===== config.mk =====
export PLATFORM = sky130hd
export DESIGN_NAME = idle_gap_min_tracker
export DESIGN_NICKNAME = d
export VERILOG_FILES = /design/src/rtl/idle_gap_pkg.sv /design/src/rtl/idle_gap_fsm.sv /design/src/rtl/idle_gap_min_store.sv /design/src/rtl/idle_gap_min_tracker.sv
export SDC_FILE = /design/constraint.sdc
export NUM_CORES = 1
export LEC_CHECK = 0
export BUFFER_PORTS_ARGS = -buffer_cell sky130_fd_sc_hd__buf_2
export CORE_MARGIN = 2
export CORE_UTILIZATION = 45
export DETAILED_ROUTE_END_ITERATION = 6
export HOLD_SLACK_MARGIN = 0.05
export PLACE_DENSITY_LB_ADDON = 0.12
export SYNTH_ARGS = -nofsm -noshare
export SYNTH_HDL_FRONTEND = slang
export SYNTH_SLANG_ARGS = --single-unit

===== constraint.sdc =====
create_clock -name clk -period 3.1 [get_ports clk]
set_input_delay 0.62 -clock clk [delete_from_list [all_inputs] [get_ports clk]]
set_output_delay 0.62 -clock clk [all_outputs]
set_load 0.01 [all_outputs]

===== src/rtl/idle_gap_pkg.sv =====
package idle_gap_pkg;

    localparam int GAP_W   = 3;
    localparam int OCC_W   = 5;
    localparam int MIN_W   = 3;
    localparam int CODE_W  = 4;
    localparam int GAP_MAX = (1 << GAP_W) - 1;
    localparam int OCC_MAX = 1 << (CODE_W);

    typedef enum logic [1:0] {
        ST_PRE = 2'd0,
        ST_PKT = 2'd1,
        ST_GAP = 2'd2
    } gap_state_e;

    function automatic logic [MIN_W-1:0] min_code(input logic [GAP_W-1:0] v);
        logic [MIN_W-1:0] c;
        unique case (v)
            3'd7: c = 3'b100;
            3'd6: c = 3'b101;
            3'd5: c = 3'b111;
            3'd4: c = 3'b110;
            3'd3: c = 3'b010;
            3'd2: c = 3'b011;
            3'd1: c = 3'b001;
            default: c = 3'b000;
        endcase
        return c;
    endfunction

    function automatic logic [CODE_W-1:0] occ_code(input logic [OCC_W-1:0] n);
        logic [CODE_W-1:0] c;
        unique case (n)
            5'd2:  c = 4'b1000;
            5'd3:  c = 4'b1100;
            5'd4:  c = 4'b0100;
            5'd5:  c = 4'b0101;
            5'd6:  c = 4'b0111;
            5'd7:  c = 4'b1111;
            5'd8:  c = 4'b1110;
            5'd9:  c = 4'b1010;
            5'd10: c = 4'b0010;
            5'd11: c = 4'b0011;
            5'd12: c = 4'b0001;
            5'd13: c = 4'b1001;
            5'd14: c = 4'b1101;
            5'd15: c = 4'b0110;
            5'd16: c = 4'b1011;
            default: c = 4'b0000;
        endcase
        return c;
    endfunction

    function automatic logic [GAP_W-1:0] min_decode(input logic [MIN_W-1:0] c);
        logic [GAP_W-1:0] v;
        v = '0;
        for (int k = 0; k <= GAP_MAX; k++) begin
            if (min_code(GAP_W'(k)) == c) v = GAP_W'(k);
        end
        return v;
    endfunction

endpackage


===== src/rtl/idle_gap_fsm.sv =====
module idle_gap_fsm
    import idle_gap_pkg::*;
(
    input  logic             clk,
    input  logic             rst,
    input  logic             pair_valid,
    input  logic             pair_is_idle,
    output logic             gap_close,
    output logic [GAP_W-1:0] gap_len
);

    gap_state_e       state_q, state_d;
    logic [GAP_W-1:0] cnt_q, cnt_d;

    always_comb begin
        state_d = state_q;
        cnt_d   = cnt_q;
        if (pair_valid) begin
            unique case (state_q)
                ST_PRE: begin
                    if (!pair_is_idle) state_d = ST_PKT;
                end
                ST_PKT: begin
                    if (pair_is_idle) begin
                        state_d = ST_GAP;
                        cnt_d   = GAP_W'(1);
                    end
                end
                ST_GAP: begin
                    if (pair_is_idle) begin
                        if (cnt_q != GAP_W'(GAP_MAX)) cnt_d = cnt_q + GAP_W'(1);
                    end else begin
                        state_d = ST_PKT;
                    end
                end
                default: state_d = ST_PRE;
            endcase
        end
    end

    always_ff @(posedge clk) begin
        if (rst) begin
            state_q <= ST_PRE;
            cnt_q   <= '0;
        end else begin
            state_q <= state_d;
            cnt_q   <= cnt_d;
        end
    end

    always_comb begin
        gap_close = pair_valid && !pair_is_idle && (state_q == ST_GAP);
        gap_len   = cnt_q;
    end

endmodule


===== src/rtl/idle_gap_min_store.sv =====
module idle_gap_min_store
    import idle_gap_pkg::*;
(
    input  logic             clk,
    input  logic             rst,
    input  logic             clr,
    input  logic             gap_close,
    input  logic [GAP_W-1:0] gap_len,
    input  logic             evt_every,
    output logic [GAP_W-1:0] min_val,
    output logic [OCC_W-1:0] occ_val,
    output logic             evt
);

    logic [GAP_W-1:0] min_d;
    logic [OCC_W-1:0] occ_d;
    logic             evt_d;
    logic             is_lower, is_equal, can_inc;

    always_comb begin
        is_lower = gap_len < min_val;
        is_equal = gap_len == min_val;
        can_inc  = occ_val != OCC_W'(OCC_MAX);
        min_d    = min_val;
        occ_d    = occ_val;
        evt_d    = 1'b0;
        if (clr) begin
            min_d = GAP_W'(GAP_MAX);
            occ_d = OCC_W'(1);
        end else if (gap_close) begin
            if (is_lower) begin
                min_d = gap_len;
                occ_d = OCC_W'(1);
                evt_d = 1'b1;
            end else if (is_equal && can_inc) begin
                occ_d = occ_val + OCC_W'(1);
                evt_d = evt_every || (occ_d == OCC_W'(OCC_MAX));
            end
        end
    end

    always_ff @(posedge clk) begin
        if (rst) begin
            min_val <= GAP_W'(GAP_MAX);
            occ_val <= OCC_W'(1);
            evt     <= 1'b0;
        end else begin
            min_val <= min_d;
            occ_val <= occ_d;
            evt     <= evt_d;
        end
    end

endmodule


===== src/rtl/idle_gap_min_tracker.sv =====
module idle_gap_min_tracker
    import idle_gap_pkg::*;
#(
    parameter int WORD_W  = 16,
    parameter int MIN_LSB = 4
) (
    input  logic              clk,
    input  logic              rst,
    input  logic              pair_valid,
    input  logic              pair_is_idle,
    input  logic              rd_stb,
    input  logic              evt_every,
    output logic [WORD_W-1:0] rd_word,
    output logic              evt_pulse
);

    localparam int USED_W = MIN_LSB + MIN_W;

    logic             gap_close;
    logic [GAP_W-1:0] gap_len;
    logic [GAP_W-1:0] min_val;
    logic [OCC_W-1:0] occ_val;

    idle_gap_fsm fsm_i (
        .clk          (clk),
        .rst          (rst),
        .pair_valid   (pair_valid),
        .pair_is_idle (pair_is_idle),
        .gap_close    (gap_close),
        .gap_len      (gap_len)
    );

    idle_gap_min_store store_i (
        .clk       (clk),
        .rst       (rst),
        .clr       (rd_stb),
        .gap_close (gap_close),
        .gap_len   (gap_len),
        .evt_every (evt_every),
        .min_val   (min_val),
        .occ_val   (occ_val),
        .evt       (evt_pulse)
    );

    always_comb begin
        rd_word                          = '0;
        rd_word[USED_W-1:MIN_LSB]        = min_code(min_val);
        rd_word[CODE_W-1:0]              = occ_code(occ_val);
    end

endmodule


# [After elaboration in Yosys (flattened, before gate mapping)]
# Memory sizes are Yosys's and may differ from the RTL's. A register that Yosys moved wholly into a read port is not among the register bits.
# Index checks and enable logic that the tools add are counted.
[totals] reg_bits=14 n_memories=1 elab_cells=56 rom_bits=128
[classes] addsub=2 bitwise=1 eq_ne=17 n_lt_le_gt_ge=1 n_reduce_logical=15 mux=14
[memory_table] memory="(name not given)" words=32 word_bits=4 read_ports=1 rd_clocked_by_memory_dff=1 wr=0 line="idle_gap_pkg.sv:33" source="unique case (n)"
[op_table] op="$pmux 3 s7" n=1
[op_table] op="$mux 5" n=4
[op_table] op="$eq 3x3->1 const B" n=4
[op_table] op="$mux 3" n=3
[op_table] op="$eq 3x2->1 const B" n=2
[op_table] op="$ne 2x2->1 const B" n=3
[op_table] op="$pmux 3 s2" n=1
[op_table] op="$add 5x1->5 const B" n=1
[op_table] op="$eq 5x5->1 const B" n=1
[op_table] op="$ne 5x5->1 const B" n=1
[op_table] op="$reduce_and 5->1" n=1
[op_table] op="$mux 2" n=2
[op_table] op="$pmux 2 s2" n=1
[op_table] op="$reduce_and 2->1" n=2
[op_table] op="$reduce_bool 2->1" n=2
[op_table] op="$reduce_or 2->1" n=2
[op_table] op="$add 3x1->3 const B" n=1
[op_table] op="$eq 3x1->1 const B" n=1
[op_table] op="$eq 3x3->1" n=1
[op_table] op="$logic_and 1x1->1" n=3
[op_table] op="$lt 3x3->1" n=1
[op_table] op="$ne 3x3->1 const B" n=1
[op_table] op="$reduce_and 3->1" n=1
[op_table] op="$reduce_or 3->1" n=1
[op_table] op="8 further kinds" n=9

# [Logic depth before layout (Yosys ltp)]
[depth] ltp_word=6 mapped_depth=12 mapped_depth_nobuf=11

# [Cells and area by module]
# Synthesis repeated with hierarchy kept, for this count alone.
[hier_totals] cells_unflattened=146 hier_area_um2=1212.4
[by_module_without_submodules] module="idle_gap_min_store" seq_area_each_um2=180.2 n_inst=1 area_per_inst_um2=553.0 cells_each=67
[by_module_without_submodules] module="idle_gap_min_tracker" seq_area_each_um2=0.0 n_inst=1 area_per_inst_um2=359.1 cells_each=46
[by_module_without_submodules] module="idle_gap_fsm" seq_area_each_um2=100.1 n_inst=1 area_per_inst_um2=300.3 cells_each=33

# [Least setup slack after synthesis]
# Ideal clock, no wire load.
[synth_timing] kind="reg-to-reg" start="reg store_i.min_val[2]" end="reg, netlist name rd_word[3]" path_buffers=1 t_required_ns=2.978 stages_incl_launch_ff=13 t_arrival_ns=2.402 slack_ns=0.575 cell_sequence="dfxtp_1 inv_1 ha_1 a21oi_1 o21a_1 buf_2 o21ai_0 a32oi_1 nor2_1 ha_1 mux2_1 mux2i_1 o21ai_0"
[synth_between] elab_chain_cells=6 elab_cells_between_ends=8 classes_between="1 x order compare; 1 x eq/ne; 3 x mux; 3 x reduce/logical"
[synth_lines] element="start, declared" line="idle_gap_min_store.sv:10" source="output logic [GAP_W-1:0] min_val,"
[synth_lines] element="start signal, assigned" line="idle_gap_min_store.sv:44" source="min_val <= GAP_W'(GAP_MAX);"
[synth_lines] element="start signal, assigned" line="idle_gap_min_store.sv:48" source="min_val <= min_d;"
[synth_lines] element="branches (longest 4 deep; another with $lt 3x3->1)"
[synth_lines] element="$mux 5 (no line) (*) (2 in a row)"
# Mark *: on every way between the ends.
# A chain may end at the register's enable or synchronous reset.

# [Worst setup path after layout]
[layout_timing] start="reg store_i.min_val[2]" end="reg, netlist name rd_word[3]"
[layout_between] elab_chain_cells=6 elab_cells_between_ends=8 classes_between="1 x order compare; 1 x eq/ne; 3 x mux; 3 x reduce/logical"
[layout_lines] element="branches (longest 4 deep; another with $lt 3x3->1)"
[layout_lines] element="$mux 5 (no line) (*) (2 in a row)"
# Marks and branches as above.

==> metrics.md <==
| Metric | Value |
|---|---|
| Status | finished, final reports clean |
| Crit path max-delay family | compound AO/OA/AOI/OAI gates |
| CTS tree | done |
| Core area | 2520 um2 |
| Critical path type | reg2reg |
| Final wirelength | 2270 um |
| Most frequent CP cell | ha_1 |
| Metal3 WL | 98 um |
| Port Buffers | 13 |
| Layout area overhead | 6.70% |
| Iter 0 DRT Violations | 22 |
| Worst-path clk slew | 100 ps |
| Clock buffer depth | 2 |
| Asr flop ratio synth | 0 |
| IO Count | 23 |
| Vias | 980 |
| Rows | 18 |
| Sequential share of the synthesized area | 0.297 |
| Final Hold Vio Count | 0 |
| Crit path largest cell delay | 400 ps |
| Post-Route Skew | 2.40 ps |
| Final min period | 2690 ps |
| Critical path's slowest cell | dfxtp_1 |
| DR WL/cell | 12.1 um |
| Die Width | 55.9 um |
| Uppermost routed layer | met4 |
| Initial core utilization | 0.481 |
| Syn avg cell area | 8.37 um2 |
| Die Span Y | 55.9 um |
| H-tree depth | 1 |
| TritonRoute pass-1 iters | 4 |
| Layout cells sized above 1 | 0.184 |
| Largest net degree at the start of global routing | 13 |
| Cell Count, Final, Fillers Out | 188 |
| First-pass GRT wire length | 4050 um |
| PwrDens | 292 nW/um2 |
| Slew Limit Fails | 0 |
| Post-CTS setup buffer count | 0 |
| Worst Setup End Kind | register |
| Max_cap viols | 0 |
| Met1 wire length | 1200 um |
| RSZ-0062 raised after global routing | false |
| Clk_lat worst skew | 290 ps |
| Remaining DRCs | 0 |
| Placed insts | 185 |
| Period utilisation layout | 0.866 |
| Die area | 3130 um2 |
| Cts repair resizes | 0 |
| EDFF count, synth | 0 |
| Maximum fanout along the worst path | 12 |
| GRT Util Overall | 0.160 |
| Worst-path cell chain | inv_1, ha_1, nand2_1, o21a_1, o21a_4, o32ai_4, inv_4, ha_1, mux2_1, mux2i_1, o21ai_0 |
| Post-Place Setup Slack | 413 ps |
| Most frequent cells in the layout | 18 x dfxtp_1, 15 x nor2_1, 13 x nand2_1, 13 x buf_2 |
| Final Util | 0.513 |
| Diode count | 0 |
| Worst setup margin | 415 ps |
| TNS Setup | 0 ps |
| DP HPWL | 1760 um |
| TritonCTS Buffers | 3 |
| Cell area after synthesis | 1210 um2 |
| Final nets | 175 |
| Gpl congestion | 0.841 |
| Worst hold slack | 525 ps |
| Number of buffer and inverter stages on the critical path | 2 |
| Final ANT Viol Nets | 0 |
| CTS hold repair buffers | 0 |
| Final setup fails | 0 |
| Vias per cell | 5.21 |
| Startpoint Class | register |
| FF+latch count, synth | 18 |
| Initial antenna violation count | 0 |
| Critical Path AT | 2870 ps |
| Worst Path Required | 3290 ps |
| Vias in the first global route | 878 |
| Yosys cell types | 41 |
| Ys flop type | dfxtp_1 |
| Total gr overflow | 0 |
| Hold crit path type | reg2reg |
| Commonest non-fill, non-tap cell in the layout | dfxtp_1 |
| Synth warn | 0 |
| Cell leakage power | 0.543 nW |
| Max IR drop VDD | 0.269 mV |
| # clock sinks | 18 |
| Synth Instances | 145 |
| Max Clk Rate | 0.372 GHz |
| Clock root buffer | clkbuf_4 |
| Met2 wire len | 952 um |
==> area by class of cell <==
type,count,area (um2)
Fill cell,259,1230
Inverter,8,32.5
Sequential cell,18,360
Multi-Input combinational cell,114,762
Clock buffer,3,22.5
Timing Repair Buffer,15,80.1
Tap cell,30,37.5
==> through the flow <==
| step | power (W) | instance area (um2) |
|---|---|---|
| 6_report | 0.000379 | 1290 |
| 5_1_grt | 0.000400 | 1290 |
| 4_1_cts | 0.000385 | 1290 |
| 3_5_place_dp | 0.000266 | 1270 |
| 3_3_place_gp | 0.000265 | 1270 |
| 2_1_floorplan | 0.000264 | 1240 |
==> state kept, by name, indices dropped and copies added (netlist names) <==
signal           cells
store_i.occ_val      5
rd_word              4
fsm_i.gap_len        3
store_i.min_val      3
fsm_i.state_q        2
store_i.evt          1
==> path summary, 6_finish.rpt <==
kind / startpoint / endpoint / slack (ps) / cells after the start
setup / recovery: store_i.min_val[2] / rd_word[3] / 410 / 11
hold / removal: store_i.min_val[0] / store_i.min_val[0] / 530 / 2
setup reg to reg: store_i.min_val[2] / rd_word[3] / 410 / 11
hold reg to reg: store_i.min_val[0] / store_i.min_val[0] / 530 / 2
==> cells in the mapped netlist, types with 2 or more instances <==
| library cell | instances | area [um2] |
|---|---|---|
| a21oi_1 | 7 | 35.0 |
| a22oi_1 | 3 | 22.5 |
| a32oi_1 | 2 | 17.5 |
| and2_1 | 2 | 12.5 |
| and3_1 | 2 | 12.5 |
| and4bb_2 | 2 | 25.0 |
| buf_2 | 2 | 10.0 |
| buf_4 | 10 | 75.1 |
| dfxtp_1 | 18 | 360 |
| ha_1 | 9 | 113 |
| inv_1 | 7 | 26.3 |
| mux2i_1 | 3 | 30.0 |
| nand2_1 | 13 | 48.8 |
| nand2b_1 | 2 | 12.5 |
| nand3_1 | 9 | 45.0 |
| nor2_1 | 15 | 56.3 |
| nor3_1 | 3 | 15.0 |
| o211ai_1 | 3 | 22.5 |
| o21ai_0 | 9 | 45.0 |
| xor2_1 | 3 | 26.3 |
==> power breakdown <==
part,switching (W),internal [W]
combinational,0.0000168,0.00000927
clock,0.0000727,0.0000451
sequential,0.00000190,0.000233
total,0.0000914,0.000287
==> logic make-up after synthesis <==
logic type                 count (synthesis)  synth area share
other                                      1           0.00309
adders and majority gates                  9            0.0928
buffers and inverters                     21             0.100
muxes                                      5            0.0433
and+or+nand+nor                           55             0.241
DFF                                       18             0.297
AOI/OAI and AO/OA                         33             0.201
xor gates and xnor gates                   3            0.0217
==> per-layer routing <==
metal	global-route usage	vias to the layer above
met5	0	-
met4	0.0612	0
met3	0.0279	2
met2	0.231	24
met1	0.234	433
li1	-	521
==> tightest hold or removal path, delay by kind of cell (launching register included) <==
kind | cells | cell delay (ps)
flops | 1 | 350
simple gates | 1 | 60
compound gates | 1 | 70
(Power assumes the default switching activity.)
